`src/rtl/asu_pkg.sv`:
```
package asu_pkg;

    typedef enum logic [2:0] {
        OP_ADD = 3'd0,
        OP_ASR = 3'd1,
        OP_ASL = 3'd2,
        OP_LSR = 3'd3,
        OP_LSL = 3'd4,
        OP_ROR = 3'd5,
        OP_ROL = 3'd6,
        OP_AD2 = 3'd7
    } asu_op_e;

    localparam int OP_W = 3;

endpackage

```
`src/rtl/asu_operand_steer.sv`:
```
module asu_operand_steer #(
    parameter int W = 8
) (
    input  logic         steer,
    input  logic         cin,
    input  logic [W-1:0] b,
    output logic [W-1:0] y
);
    // Four second-operand choices feed one adder.
    always_comb begin
        unique case ({steer, cin})
            2'b00:   y = b;
            2'b01:   y = '0;
            2'b10:   y = '1;
            default: y = ~b;
        endcase
    end
endmodule

```
`src/rtl/asu_ripple_adder.sv`:
```
module asu_ripple_adder #(
    parameter int W = 8
) (
    input  logic [W-1:0] a,
    input  logic [W-1:0] y,
    input  logic         cin,
    output logic [W-1:0] sum,
    output logic         c_top_in,
    output logic         cout
);
    logic [W:0] c;

    assign c[0] = cin;

    genvar i;
    generate
        for (i = 0; i < W; i++) begin : g_fa
            assign sum[i]  = a[i] ^ y[i] ^ c[i];
            assign c[i+1]  = (a[i] & y[i]) | (c[i] & (a[i] ^ y[i]));
        end
    endgenerate

    assign c_top_in = c[W-1];
    assign cout     = c[W];
endmodule

```
`src/rtl/asu_shifter.sv`:
```
module asu_shifter
    import asu_pkg::*;
#(
    parameter int W = 8
) (
    input  logic [OP_W-1:0] op,
    input  logic [W-1:0]    a,
    output logic [W-1:0]    res,
    output logic            sout,
    output logic            ovf
);
    logic         go_right;
    logic         fill_r;
    logic         fill_l;
    logic [W-1:0] rmov;
    logic [W-1:0] lmov;

    always_comb begin
        go_right = (op == OP_ASR) || (op == OP_LSR) || (op == OP_ROR);
        fill_r   = 1'b0;
        fill_l   = 1'b0;
        if (op == OP_ASR) fill_r = a[W-1];
        if (op == OP_ROR) fill_r = a[0];
        if (op == OP_ROL) fill_l = a[W-1];
    end

    genvar i;
    generate
        for (i = 0; i < W; i++) begin : g_bit
            if (i == W-1) begin : g_rtop
                assign rmov[i] = fill_r;
            end else begin : g_rmid
                assign rmov[i] = a[i+1];
            end
            if (i == 0) begin : g_lbot
                assign lmov[i] = fill_l;
            end else begin : g_lmid
                assign lmov[i] = a[i-1];
            end
        end
    endgenerate

    always_comb begin
        res  = go_right ? rmov : lmov;
        sout = go_right ? a[0] : a[W-1];
        ovf  = (op == OP_ASL) && (a[W-1] != a[W-2]);
    end
endmodule

```
`src/rtl/asu_unit.sv`:
```
module asu_unit
    import asu_pkg::*;
#(
    parameter int W = 8
) (
    input  logic            clk,
    input  logic            rst_n,
    input  logic [OP_W-1:0] op,
    input  logic            steer,
    input  logic            cin,
    input  logic [W-1:0]    a,
    input  logic [W-1:0]    b,
    output logic [W-1:0]    res_q,
    output logic            cout_q,
    output logic            ovf_q,
    output logic            sout_q
);
    typedef struct packed {
        logic [W-1:0] res;
        logic         cout;
        logic         ovf;
        logic         sout;
    } asu_out_t;

    asu_out_t     out_d;
    asu_out_t     out_q;
    logic [W-1:0] y_op;
    logic [W-1:0] sum;
    logic         c_top_in;
    logic         add_cout;
    logic [W-1:0] sh_res;
    logic         sh_sout;
    logic         sh_ovf;
    logic         is_add;

    asu_operand_steer #(.W(W)) u_steer (
        .steer (steer),
        .cin   (cin),
        .b     (b),
        .y     (y_op)
    );

    asu_ripple_adder #(.W(W)) u_add (
        .a        (a),
        .y        (y_op),
        .cin      (cin),
        .sum      (sum),
        .c_top_in (c_top_in),
        .cout     (add_cout)
    );

    asu_shifter #(.W(W)) u_shift (
        .op   (op),
        .a    (a),
        .res  (sh_res),
        .sout (sh_sout),
        .ovf  (sh_ovf)
    );

    always_comb begin
        is_add = (op == OP_ADD) || (op == OP_AD2);
        out_d  = '0;
        if (is_add) begin
            out_d.res  = sum;
            out_d.cout = add_cout;
            out_d.ovf  = c_top_in ^ add_cout;
        end else begin
            out_d.res  = sh_res;
            out_d.sout = sh_sout;
            out_d.ovf  = sh_ovf;
        end
    end

    always_ff @(posedge clk or negedge rst_n) begin
        if (!rst_n) out_q <= '0;
        else        out_q <= out_d;
    end

    assign res_q  = out_q.res;
    assign cout_q = out_q.cout;
    assign ovf_q  = out_q.ovf;
    assign sout_q = out_q.sout;
endmodule

```
`config.mk`:
```
export PLATFORM = sky130hd
export DESIGN_NAME = asu_unit
export DESIGN_NICKNAME = d
export VERILOG_FILES = /design/src/rtl/asu_pkg.sv /design/src/rtl/asu_operand_steer.sv /design/src/rtl/asu_ripple_adder.sv /design/src/rtl/asu_shifter.sv /design/src/rtl/asu_unit.sv
export SDC_FILE = /design/constraint.sdc
export NUM_CORES = 1
export LEC_CHECK = 0
export BUFFER_PORTS_ARGS = -buffer_cell sky130_fd_sc_hd__buf_2
export CELL_PAD_IN_SITES_DETAIL_PLACEMENT = 1
export CELL_PAD_IN_SITES_GLOBAL_PLACEMENT = 2
export CORE_MARGIN = 2
export CORE_UTILIZATION = 27
export CTS_BUF_LIST = sky130_fd_sc_hd__clkbuf_2 sky130_fd_sc_hd__clkbuf_4 sky130_fd_sc_hd__clkbuf_8
export CTS_CLUSTER_DIAMETER = 30
export DETAILED_ROUTE_END_ITERATION = 8
export PLACE_DENSITY = 0.74
export SLEW_MARGIN = 30
export SYNTH_ARGS = -nofsm -noshare
export SYNTH_HDL_FRONTEND = slang
export SYNTH_SLANG_ARGS = --single-unit
```
`constraint.sdc`:
```
create_clock -name clk -period 0.8 [get_ports clk]
set_input_delay 0.04 -clock clk [delete_from_list [all_inputs] [get_ports clk]]
set_output_delay 0.04 -clock clk [all_outputs]
set_load 0.02 [all_outputs]
```
# Word level (Yosys, flattened, before mapping)
# Cells that the tools add are included.
[word_totals]
regBits = 11
word_cells = 71
[op_classes]
eq_ne = 9
muxes = 10
bitwise = 42
n_reduce_logical = 6
[op_table]
columns = ["operator", "count"]
rows = [
  ["8-bit one-hot mux with 3 select lines", 1],
  ["1-bit XOR", 17],
  ["1-bit bitwise AND", 16],
  ["8-bit two-way mux", 2],
  ["3-bit == test (second input constant)", 3],
  ["8-bit NOT", 1],
  ["1-bit bitwise OR", 8],
  ["1-bit two-way mux", 7],
  ["3-bit by 2-bit == test with 1-bit output (second input constant)", 2],
  ["3-bit by 1-bit == test with 1-bit output (second input constant)", 1],
  ["3-bit zero test", 1],
  ["1-bit logical OR", 3],
  ["2-bit by 1-bit == test with 1-bit output (second input constant)", 1],
  ["2-bit == test (second input constant)", 1],
  ["2-bit zero test", 1],
  ["1-bit logical AND", 1],
  ["1-bit inequality test", 1],
]

# Logic depth before layout (Yosys ltp)
# Gate-level depths: netlist of the first run.
[logic_depth]
ltp_word = 21
mapped_depth = 15
mapped_depth_nobuf = 15

# Modules after synthesis
# A second synthesis of the first run with hierarchy kept.
[hier_totals]
hier_cells = 72
area_unflattened_um2 = 918.4
[modules_own_cells]
columns = ["mod", "n_inst", "cells_each", "area_each_um2"]
rows = [
  ["asu_unit", 1, 27, 466.7],
  ["asu_ripple_adder", 1, 18, 197.7],
  ["asu_shifter", 1, 17, 165.2],
  ["asu_operand_steer", 1, 10, 88.8],
]

# Worst setup path before layout of the first run
# No wires, ideal clock.
[synth_path]
path_type = "input -> register"
startpoint = "input cin"
endpoint = "register out_q (netlist bit res_q[7])"
setup_ps = 130
arrival_ps = 3703
setup_slack_ps = -3033
stages = 14
path_cell_list = "clkinv_1 > fa_1 > fa_1 > fa_1 > fa_1 > fa_1 > inv_1 > fa_1 > inv_1 > fa_1 > fa_1 > and3b_1 > o21ai_1 > o211ai_2"
[synth_rtl]
columns = ["item", "line_no", "rtl"]
rows = [
  ["start, declared", "asu_unit.sv:10", "input logic cin,"],
  ["end signal, assigned", "asu_unit.sv:76", "else out_q <= out_d;"],
  ["end, declared", "asu_unit.sv:26", "asu_out_t out_q;"],
]

==> flow_summary_export.csv, run 1 <==
group,metric,value,unit
run_status,status,"finished, violations left",
run_status,violations,"setup timing",
hold_path,hp-class,"primary input to register",
cells_and_area,layout-drive-gt1-share,60.84,%
synthesis,syn_avg_cell_area,9.325,µm²
clocking,cts_setup_buffers,0,
critical_path,cp_max_fo,2,
power_and_ir_drop,power.leakage,0.7670,nW
clocking,cts_tree,"yes",
clocking,clock-sinks,11,
synthesis,synth_top_area_share,27.85,%
detailed_routing,viasPerCell,4.995,
hold_path,whs_endpoint,"cout_q",
cells_and_area,final_nets,198,
timing,max_freq,284.1,MHz
detailed_routing,drtPass1Iterations,4,
power_and_ir_drop,power_switching,0.7680,mW
power_and_ir_drop,vdd_drop_max,0.3438,mV
clocking,cts_inserted_buffers,3,
grt,grt_start_max_net_pins,16,
cells_and_area,most-common-layout-cells,"27 x buf_4, 20 x buf_2, 14 x buf_6",
placement,place_hpwl,2.623,mm
placement,placed_cells,207,
floorplan,coreArea,3416,µm²
power_and_ir_drop,power.internal,1.449,mW
timing,post-route-period-util,440.0,%
synthesis,synth_seq_cells,11,
flow_run,max-cap-violations,0,
power_and_ir_drop,p_sw_share,34.64,%
grt,grt_pass1_vias,1178,
placement,dpl_cell_area,1435,µm²
grt,overflow,0,
critical_path,crit_path_end_kind,"register",
timing,tightest_slew,384.7,ps
power_and_ir_drop,p_clk_share,16.9,%
cells_and_area,nFillCells,407,
timing,finalCriticalPeriod,3520,ps
synthesis,ys_warn_count,0,
floorplan,fp.dieW,64.51,µm
hold_path,min_from,"op[0]",
synthesis,synth_top_cell_by_area,"dfrtp_1",
floorplan,initial_core_util,28.94,%
hold_path,hold_depth,3,
cells_and_area,layout_commonest_cell,"buf_4",
power_and_ir_drop,power.density,1322,nW/µm²
timing,hold_viol,0,
floorplan,core.rowCount,21,
clocking,cts_root_buf,"clkbuf_4",
clocking,clkTransAtPathRegs,60,ps
floorplan,ios,34,
grt,grt_pass1_wl,5.506,mm
cells_and_area,finish.utilization,49.08,%
placement,gp_congestion,0.8731,
detailed_routing,totalWireLength,3.272,mm
timing,finalMaxSlewViolations,0,
placement,io_buffers,33,
synthesis,netlist_instances,106,
timing,fin_tns_setup,-16620,ps
grt,track_usage,17.13,%
synthesis,synth_area_leaders,"dfrtp_1 28%, fa_1 16%, mux2i_1 8.1%",
synthesis,syn_area,988.4,µm²
cells_and_area,fin_area,1677,µm²
grt,antenna_found_initial,0,
critical_path,crit_path_start_kind,"primary input",
critical_path,required,930,ps
detailed_routing,wl_per_cell,15.43,µm
synthesis,synth.distinct_cells,35,
critical_path,path_class,"primary input to register",
cells_and_area,area_delta_synth_final,69.62,%
synthesis,syn_nets,137,
detailed_routing,drc_errors,0,
power_and_ir_drop,seqPwrFrac,29.6,%
power_and_ir_drop,pwr-share-comb,53.5,%
detailed_routing,vias,1059,
timing,worst_slack,-2720,ps
cells_and_area,layout.cells.non_filler,212,
floorplan,die_y,64.51,µm
floorplan,die_area,4161,µm²
cells_and_area,n_antenna_cell,0,
timing,finalSetupViolCount,11,
synthesis,ys_seq_area_share,27.85,%
critical_path,arrival,3650,ps
clocking,htreeDepth,1,
timing,slew_headroom,74.35,%
clocking,clk_path_buf_depth,2,
detailed_routing,drt_iter0_markers,17,
detailed_routing,drtAntennaViolNets,0,
timing,rsz0062_at_grt,"true",
## flip-flops by register name, summed over array words and instances, names as in the netlist
signal	count
cout_q	1
res_q	8
ovf_q	1
sout_q	1
## worst max-delay path by stage
| stage | start | to | slack (ps) | cells after the start |
|---|---|---|---|---|
| 6_report | b[0] | res_q[7] | -2720 | 15 |
| 5_1_grt | b[0] | res_q[7] | -2800 | 15 |
| 4_1_cts | cin | res_q[7] | -2720 | 16 |
| 3_5_place_dp | cin | res_q[7] | -3030 | 16 |
| 3_3_place_gp | cin | res_q[7] | -2920 | 16 |
| 2_1_floorplan | b[0] | res_q[7] | -2710 | 14 |
## Yosys cell counts
| master | number |
|---|---|
| mux2i_1 | 8 |
| nor3_1 | 3 |
| o221ai_1 | 1 |
| nor2b_1 | 1 |
| o211ai_2 | 1 |
| nor2_1 | 4 |
| clkbuf_1 | 1 |
| a211oi_1 | 3 |
| o2bb2ai_1 | 1 |
| o32a_1 | 1 |
| nand2b_1 | 3 |
| clkinv_1 | 1 |
| and3b_1 | 1 |
| o22ai_1 | 4 |
| o21a_1 | 3 |
| inv_1 | 14 |
| a2bb2oi_1 | 1 |
| nand3b_1 | 1 |
| nand3_1 | 2 |
| and3_1 | 3 |
| o21ai_0 | 1 |
| or2_1 | 2 |
| a211o_1 | 1 |
| mux2_2 | 1 |
| o32ai_1 | 6 |
| nand2_1 | 2 |
| buf_4 | 1 |
| dfrtp_1 | 11 |
| or3_1 | 1 |
| buf_2 | 3 |
| xnor2_1 | 2 |
| fa_1 | 8 |
| a21oi_1 | 6 |
| o21ai_1 | 3 |
| clkbuf_2 | 1 |
## layout make-up
type / instances / area (µm²) / area share [%]
Sequential cell: 11 / 275.3 / 16.42
Tap cell: 46 / 57.56 / 3.433
Multi-Input combinational cell: 74 / 774.5 / 46.19
Clock buffer: 4 / 30.03 / 1.791
Timing Repair Buffer: 62 / 470.5 / 28.06
Inverter: 15 / 68.82 / 4.104
## power groups by stage
| stage | Clock (mW) | Sequential, mW | Combinational (mW) |
|---|---|---|---|
| after global routing | 0.437 | 0.664 | 1.29 |
| after CTS | 0.396 | 0.655 | 1.14 |
| after detailed placement | 0 | 0.647 | 0.969 |
| after floorplan | 0 | 0.743 | 0.448 |
| after global placement | 0 | 0.646 | 0.935 |
| final | 0.375 | 0.656 | 1.19 |
## layer usage
metal	track usage [%]	routed length (µm)
met5	0	0
met4	6.915	58
met3	2.257	127
met2	32.81	1765
met1	18.87	1321
## cells by family (layout without fill, tap and decap cells)
family	Yosys count	count (layout)	synth area share, %
DFF	11	11	27.85
AOI/OAI and AO/OA	32	32	23.29
muxes	9	9	9.241
buffers and inverters	21	81	8.859
xor gates and xnor gates	2	2	1.772
and+or+nand+nor	23	23	12.79
adders and majority gates	8	8	16.20
## critical path, cell delays in order
cell,delay (ps)
buf_6,90
mux2i_2,140
fa_2,370
fa_2,360
fa_2,350
fa_2,350
fa_2,340
inv_2,60
fa_2,180
inv_2,40
fa_2,350
fa_2,560
and3b_1,180
o21ai_1,150
o211ai_2,90
## what timing repair did
action                                 CTS  global route
setup endpoints to repair               21            21
gates resized for setup                 40             9
hold buffers                             1             0
pin swaps                                6             4
endpoints found under the hold margin   11             0
## per-stage QoR
step / hold slack (ps) / power (mW) / worst slack, ps
after CTS: 139.4 / 2.188 / -2718
after floorplan: -255.6 / 1.192 / -2707
final: 149.3 / 2.217 / -2720
after global routing: 143.7 / 2.387 / -2795
after detailed placement: -91.23 / 1.615 / -3025
after global placement: -95.03 / 1.581 / -2915
No activity file was read; power rests on OpenSTA's default activity.
==> run 2, diff against run 1 <==
--- a/config.mk
+++ b/config.mk
@@ -14,6 +14,7 @@
 export CTS_CLUSTER_DIAMETER = 30
 export DETAILED_ROUTE_END_ITERATION = 8
 export PLACE_DENSITY = 0.74
+export SETUP_SLACK_MARGIN = 0.3
 export SLEW_MARGIN = 30
 export SYNTH_ARGS = -nofsm -noshare
 export SYNTH_HDL_FRONTEND = slang
==> run 2 against run 1 <==
Against the previous run:
- the flow still finishes with violations (setup timing)
- worst hold slack improved by 9.0 ps
- utilization rose by 3.4 points
- die area did not move
==> flow_summary_export.csv, run 2 (synthesis gave the netlist of run 1 again) <==
group,metric,value,unit
run_status,status,"finished, violations left",
run_status,violations,"setup timing",
power_and_ir_drop,vdd_drop_max,0.3450,mV
detailed_routing,wl_met3,114,µm
detailed_routing,totalWireLength,3.268,mm
detailed_routing,drc_errors,0,
cells_and_area,largest_reg_flops,8,
critical_path,cp_max_fo,2,
hold_path,min_from,"op[2]",
critical_path,arrival,3600,ps
cells_and_area,nFillCells,386,
power_and_ir_drop,pwr-share-comb,54.8,%
timing,post-route-period-util,434.1,%
floorplan,ios,34,
clocking,clkTransAtPathRegs,60,ps
power_and_ir_drop,power_switching,0.7741,mW
power_and_ir_drop,power.internal,1.496,mW
floorplan,coreArea,3416,µm²
detailed_routing,wl_met1,1.374,mm
power_and_ir_drop,finalPower,2.270,mW
detailed_routing,maxUsedRoutingLayer,"met3",
placement,place_hpwl,2.453,mm
cells_and_area,layout.cells.non_filler,217,
timing,max_freq,288.0,MHz
detailed_routing,dr_wl_met2,1.779,mm
floorplan,core.rowCount,21,
cells_and_area,n_antenna_cell,0,
timing,rsz0062_at_grt,"true",
critical_path,crit_path_start_kind,"primary input",
cells_and_area,multi_input_area,792.0,µm²
timing,worst_slack,-2673,ps
critical_path,crit_family,"adder cells",
detailed_routing,drtPass1Iterations,4,
grt,antenna_found_initial,0,
clocking,cts_root_buf,"clkbuf_4",
power_and_ir_drop,seqPwrFrac,28.8,%
detailed_routing,drtAntennaViolNets,0,
clocking,clk_path_buf_depth,2,
floorplan,die_y,64.51,µm
critical_path,path_class,"primary input to register",
critical_path,worstPathCellList,"buf_6 -> mux2i_2 -> fa_2 -> fa_2 -> fa_2 -> fa_2 -> fa_2 -> inv_2 -> fa_2 -> inv_2 -> fa_2 -> fa_2 -> and3b_1 -> o21ai_2 -> o211ai_2",
detailed_routing,viasPerCell,4.829,
power_and_ir_drop,power.leakage,0.8192,nW
cells_and_area,regArea,275.3,µm²
clocking,cts_inserted_buffers,3,
timing,finalCriticalPeriod,3473,ps
cells_and_area,final_nets,203,
timing,finalMaxSlewViolations,0,
timing,hold_viol,0,
critical_path,critPathBufInv,3,
grt,grt_pass1_wl,4.968,mm
power_and_ir_drop,p_sw_share,34.10,%
critical_path,cp_slowest_cell,"fa_2",
grt,track_usage,15.02,%
cells_and_area,area_delta_synth_final,81.39,%
placement,placed_cells,204,
timing,slew_headroom,72.22,%
power_and_ir_drop,p_clk_share,16.4,%
power_and_ir_drop,power.density,1266,nW/µm²
detailed_routing,drt_iter0_markers,10,
detailed_routing,wl_per_cell,15.06,µm
timing,fin_worst_hold_slack,158.3,ps
clocking,cts_tree,"yes",
critical_path,path_common_cell,"fa_2",
placement,gp_congestion,0.8479,
floorplan,die_area,4161,µm²
critical_path,crit_path_end_kind,"register",
hold_path,hp-class,"primary input to register",
clocking,clock-sinks,11,
floorplan,fp.dieW,64.51,µm
timing,tightest_slew,416.7,ps
flow_run,max-cap-violations,0,
critical_path,startpoint,"b[0]",
grt,overflow,0,
critical_path,cpPeakStageDelay,560,ps
grt,grt_start_max_net_pins,13,
detailed_routing,vias,1048,
grt,grt_pass1_vias,1107,
cells_and_area,most-common-layout-cells,"26 x buf_4, 19 x buf_6, 18 x buf_2",
critical_path,required,930,ps
floorplan,initial_core_util,28.94,%
clocking,htreeDepth,1,
cells_and_area,layout_commonest_cell,"buf_4",
cells_and_area,layout-drive-gt1-share,63.16,%
timing,finalSetupViolCount,11,
placement,io_buffers,33,
## run 2: changes by cell type in the layout (fill, tap and decap cells not counted), sizes merged
cell    change
buf         +4
clkbuf      +1
## run 2: area by class of cell
type,instances,share of cell area [%]
well taps,46,3.210
multi-input cells,74,44.17
flip-flops and latches,11,15.35
repair buffers,67,31.75
clock buffers,4,1.675
inverters,15,3.838
## run 2: per-layer routing
metal / GRT usage [%] / vias up
met3: 1.910 / 0
met4: 4.521 / 0
met1: 17.10 / 510
li1: - / 507
met5: 0 / -
met2: 28.91 / 31
## run 2: power groups by stage
stage,Clock [mW],Sequential (mW),Combinational [mW]
6_report,0.372,0.655,1.24
5_1_grt,0.413,0.663,1.35
4_1_cts,0.388,0.655,1.12
3_5_place_dp,0,0.647,0.946
3_3_place_gp,0,0.646,0.922
2_1_floorplan,0,0.743,0.456
## run 2: through the flow
step | worst slack, ps | instance area [µm²] | TNS, ps | util [%]
global route | -2762 | 1793 | -17350 | 52.49
CTS | -2693 | 1627 | -16370 | 47.62
floorplan | -2707 | 1047 | -16550 | -
global placement | -2919 | 1413 | -19280 | 41.36
detailed placement | -2999 | 1413 | -19830 | 41.36
finish | -2673 | 1793 | -16470 | 52.49
## run 2: what timing repair did
action                                  in CTS  in global routing
setup buffers                                1                  6
gates resized for setup                     44                 21
hold buffers                                 1                  0
gates cloned                                 0                  1
pin swaps                                    7                  5
endpoints found under the setup margin      22                 22
hold endpoints to repair                    11                  0
## run 2: path summary, 6_finish.rpt
kind	slack [ps]	end	cells after the start
hold / removal	160	res_q[4]	3
max in group asynchronous	450	ovf_q	2
min in group asynchronous	170	res_q[3]	2
setup / recovery	-2670	res_q[7]	15
==> run 3, diff against run 2 <==
--- a/config.mk
+++ b/config.mk
@@ -14,6 +14,7 @@
 export CTS_CLUSTER_DIAMETER = 30
 export DETAILED_ROUTE_END_ITERATION = 8
 export PLACE_DENSITY = 0.74
+export REMOVE_ABC_BUFFERS = 1
 export SETUP_SLACK_MARGIN = 0.3
 export SLEW_MARGIN = 30
 export SYNTH_ARGS = -nofsm -noshare
==> run 3 against run 2 <==
Against the previous run:
- the flow still finishes with violations (setup timing)
- routed wire length decreased by 4.5%
- setup slack improved by 39 ps
- die area unchanged
- sequential share of layout area increased by 0.66 points
- worst hold slack got worse by 57 ps
- utilization decreased by 2.2 points
- first-iteration DRC count increased by 60%
- total power decreased by 1.0%
- final cell count decreased by 0.92%
- fmax increased by 1.1%
- critical path depth unchanged
- largest cell class unchanged
==> flow_summary_export.csv, run 3 (synthesis gave the netlist of run 1 again) <==
group,metric,value,unit
run_status,status,"finished, violations left",
run_status,violations,"setup timing",
grt,gr-max-usage-layer,"met2",
clocking,clkTransAtPathRegs,70,ps
cells_and_area,most-common-layout-cells,"30 x buf_4, 19 x buf_2, 15 x buf_6",
placement,gp_congestion,0.8477,
hold_path,whs_endpoint,"res_q[7]",
critical_path,crit_path_start_kind,"primary input",
timing,max_freq,291.3,MHz
placement,place_hpwl,2.466,mm
cells_and_area,n_antenna_cell,0,
placement,placed_cells,207,
cells_and_area,layout-drive-gt1-share,62.72,%
timing,hold_viol,0,
timing,worst_slack,-2633,ps
timing,finalSetupViolCount,21,
detailed_routing,vias,1044,
grt,grt_pass1_wl,4.899,mm
critical_path,crit_path_end_kind,"register",
timing,post-route-period-util,429.2,%
floorplan,core.rowCount,21,
clocking,cts_tree,"yes",
clocking,clk_path_buf_depth,2,
power_and_ir_drop,p_sw_share,35.99,%
placement,io_buffers,33,
timing,finalMaxSlewViolations,0,
critical_path,arrival,3590,ps
cells_and_area,layout.cells.non_filler,215,
detailed_routing,totalWireLength,3.122,mm
floorplan,coreArea,3416,µm²
detailed_routing,drc_errors,0,
timing,fin_tns_setup,-16490,ps
grt,use_met3,1.736,%
power_and_ir_drop,power_switching,0.8084,mW
cells_and_area,nFillCells,402,
flow_run,max-cap-violations,0,
cells_and_area,largest_reg_flops,8,
cells_and_area,fin_area,1719,µm²
power_and_ir_drop,finalPower,2.246,mW
placement,dpl_cell_area,1390,µm²
grt,grt_pass1_vias,1072,
cells_and_area,area_delta_synth_final,73.92,%
detailed_routing,drtPass1Iterations,4,
detailed_routing,wl_per_cell,14.52,µm
grt,grt_use_met1,18.58,%
power_and_ir_drop,vdd_drop_max,0.3278,mV
grt,gr-usage-met2,27.34,%
critical_path,required,950,ps
grt,grt_start_max_net_pins,12,
grt,overflow,0,
power_and_ir_drop,pwr-share-comb,54.4,%
grt,track_usage,14.96,%
clocking,htreeDepth,1,
critical_path,cp_max_fo,2,
timing,slew_headroom,69.57,%
cells_and_area,layout_commonest_cell,"buf_4",
clocking,cts_inserted_buffers,3,
detailed_routing,drtAntennaViolNets,0,
floorplan,die_y,64.51,µm
power_and_ir_drop,p_clk_share,16.3,%
hold_path,min_from,"op[1]",
floorplan,initial_core_util,28.94,%
grt,antenna_found_initial,0,
hold_path,hp-class,"primary input to register",
cells_and_area,finish.utilization,50.33,%
clocking,cts_root_buf,"clkbuf_4",
placement,pre_cts_slack,-3276,ps
timing,finalCriticalPeriod,3433,ps
power_and_ir_drop,power.leakage,0.7784,nW
detailed_routing,drt_iter0_markers,16,
cells_and_area,final_nets,201,
power_and_ir_drop,power.density,1307,nW/µm²
floorplan,fp.dieW,64.51,µm
floorplan,ios,34,
detailed_routing,viasPerCell,4.856,
cells_and_area,regArea,275.3,µm²
floorplan,die_area,4161,µm²
timing,tightest_slew,456.4,ps
hold_path,hold_depth,3,
critical_path,path_class,"primary input to register",
timing,rsz0062_at_grt,"true",
cells_and_area,multi_input_area,798.3,µm²
power_and_ir_drop,power.internal,1.438,mW
timing,fin_worst_hold_slack,101.8,ps
power_and_ir_drop,seqPwrFrac,29.2,%
clocking,clock-sinks,11,
-- run 3: power groups by stage --
stage,Sequential [mW],Clock [mW],Combinational (mW)
after floorplan,0.743,0,0.372
after global placement,0.647,0,0.892
after detailed placement,0.651,0,0.900
after CTS,0.658,0.376,1.13
after global routing,0.662,0.401,1.32
final,0.657,0.367,1.22
-- run 3: repair_timing --
action	in CTS	in global routing
setup endpoints to repair	21	22
endpoints found under the hold margin	11	0
setup buffers	2	1
hold buffers	1	0
pin swaps	15	8
resized for setup	53	15
-- run 3: critical path: stages --
cell and delay, ps:
buf_6 90, mux2i_2 140, fa_2 340, fa_2 350, fa_2 350, fa_2 350
fa_2 350, inv_2 60, fa_2 190, inv_2 40, fa_2 350, fa_2 550
and3b_1 180, o21ai_2 110, o211ai_2 80
-- run 3: final cells by class --
class                      instances  share of cell area [%]
sequential                        11                   16.01
inverter                          15                   3.566
clock inverter                     1                  0.2911
clock buffer                       3                   1.310
timing repair buffer              65                   29.04
multi-input combinational         74                   46.43
tap                               46                   3.348
-- run 3: layer usage --
metal / part of all wire (%) / wire, µm / up-vias
met1: 43 / 1355 / 508
li1: - / - / 504
met5: 0 / 0 / -
met3: 2.9 / 92 / 4
met4: 0.58 / 18 / 0
met2: 53 / 1657 / 28
-- run 3: worst max path at each step --
stage / endpoint / cells after the start / from
after CTS: res_q[7] / 15 / b[0]
after detailed placement: ovf_q / 16 / cin
after floorplan: res_q[7] / 14 / cin
after global routing: res_q[7] / 15 / b[0]
after global placement: res_q[7] / 16 / cin
final: res_q[7] / 15 / b[0]
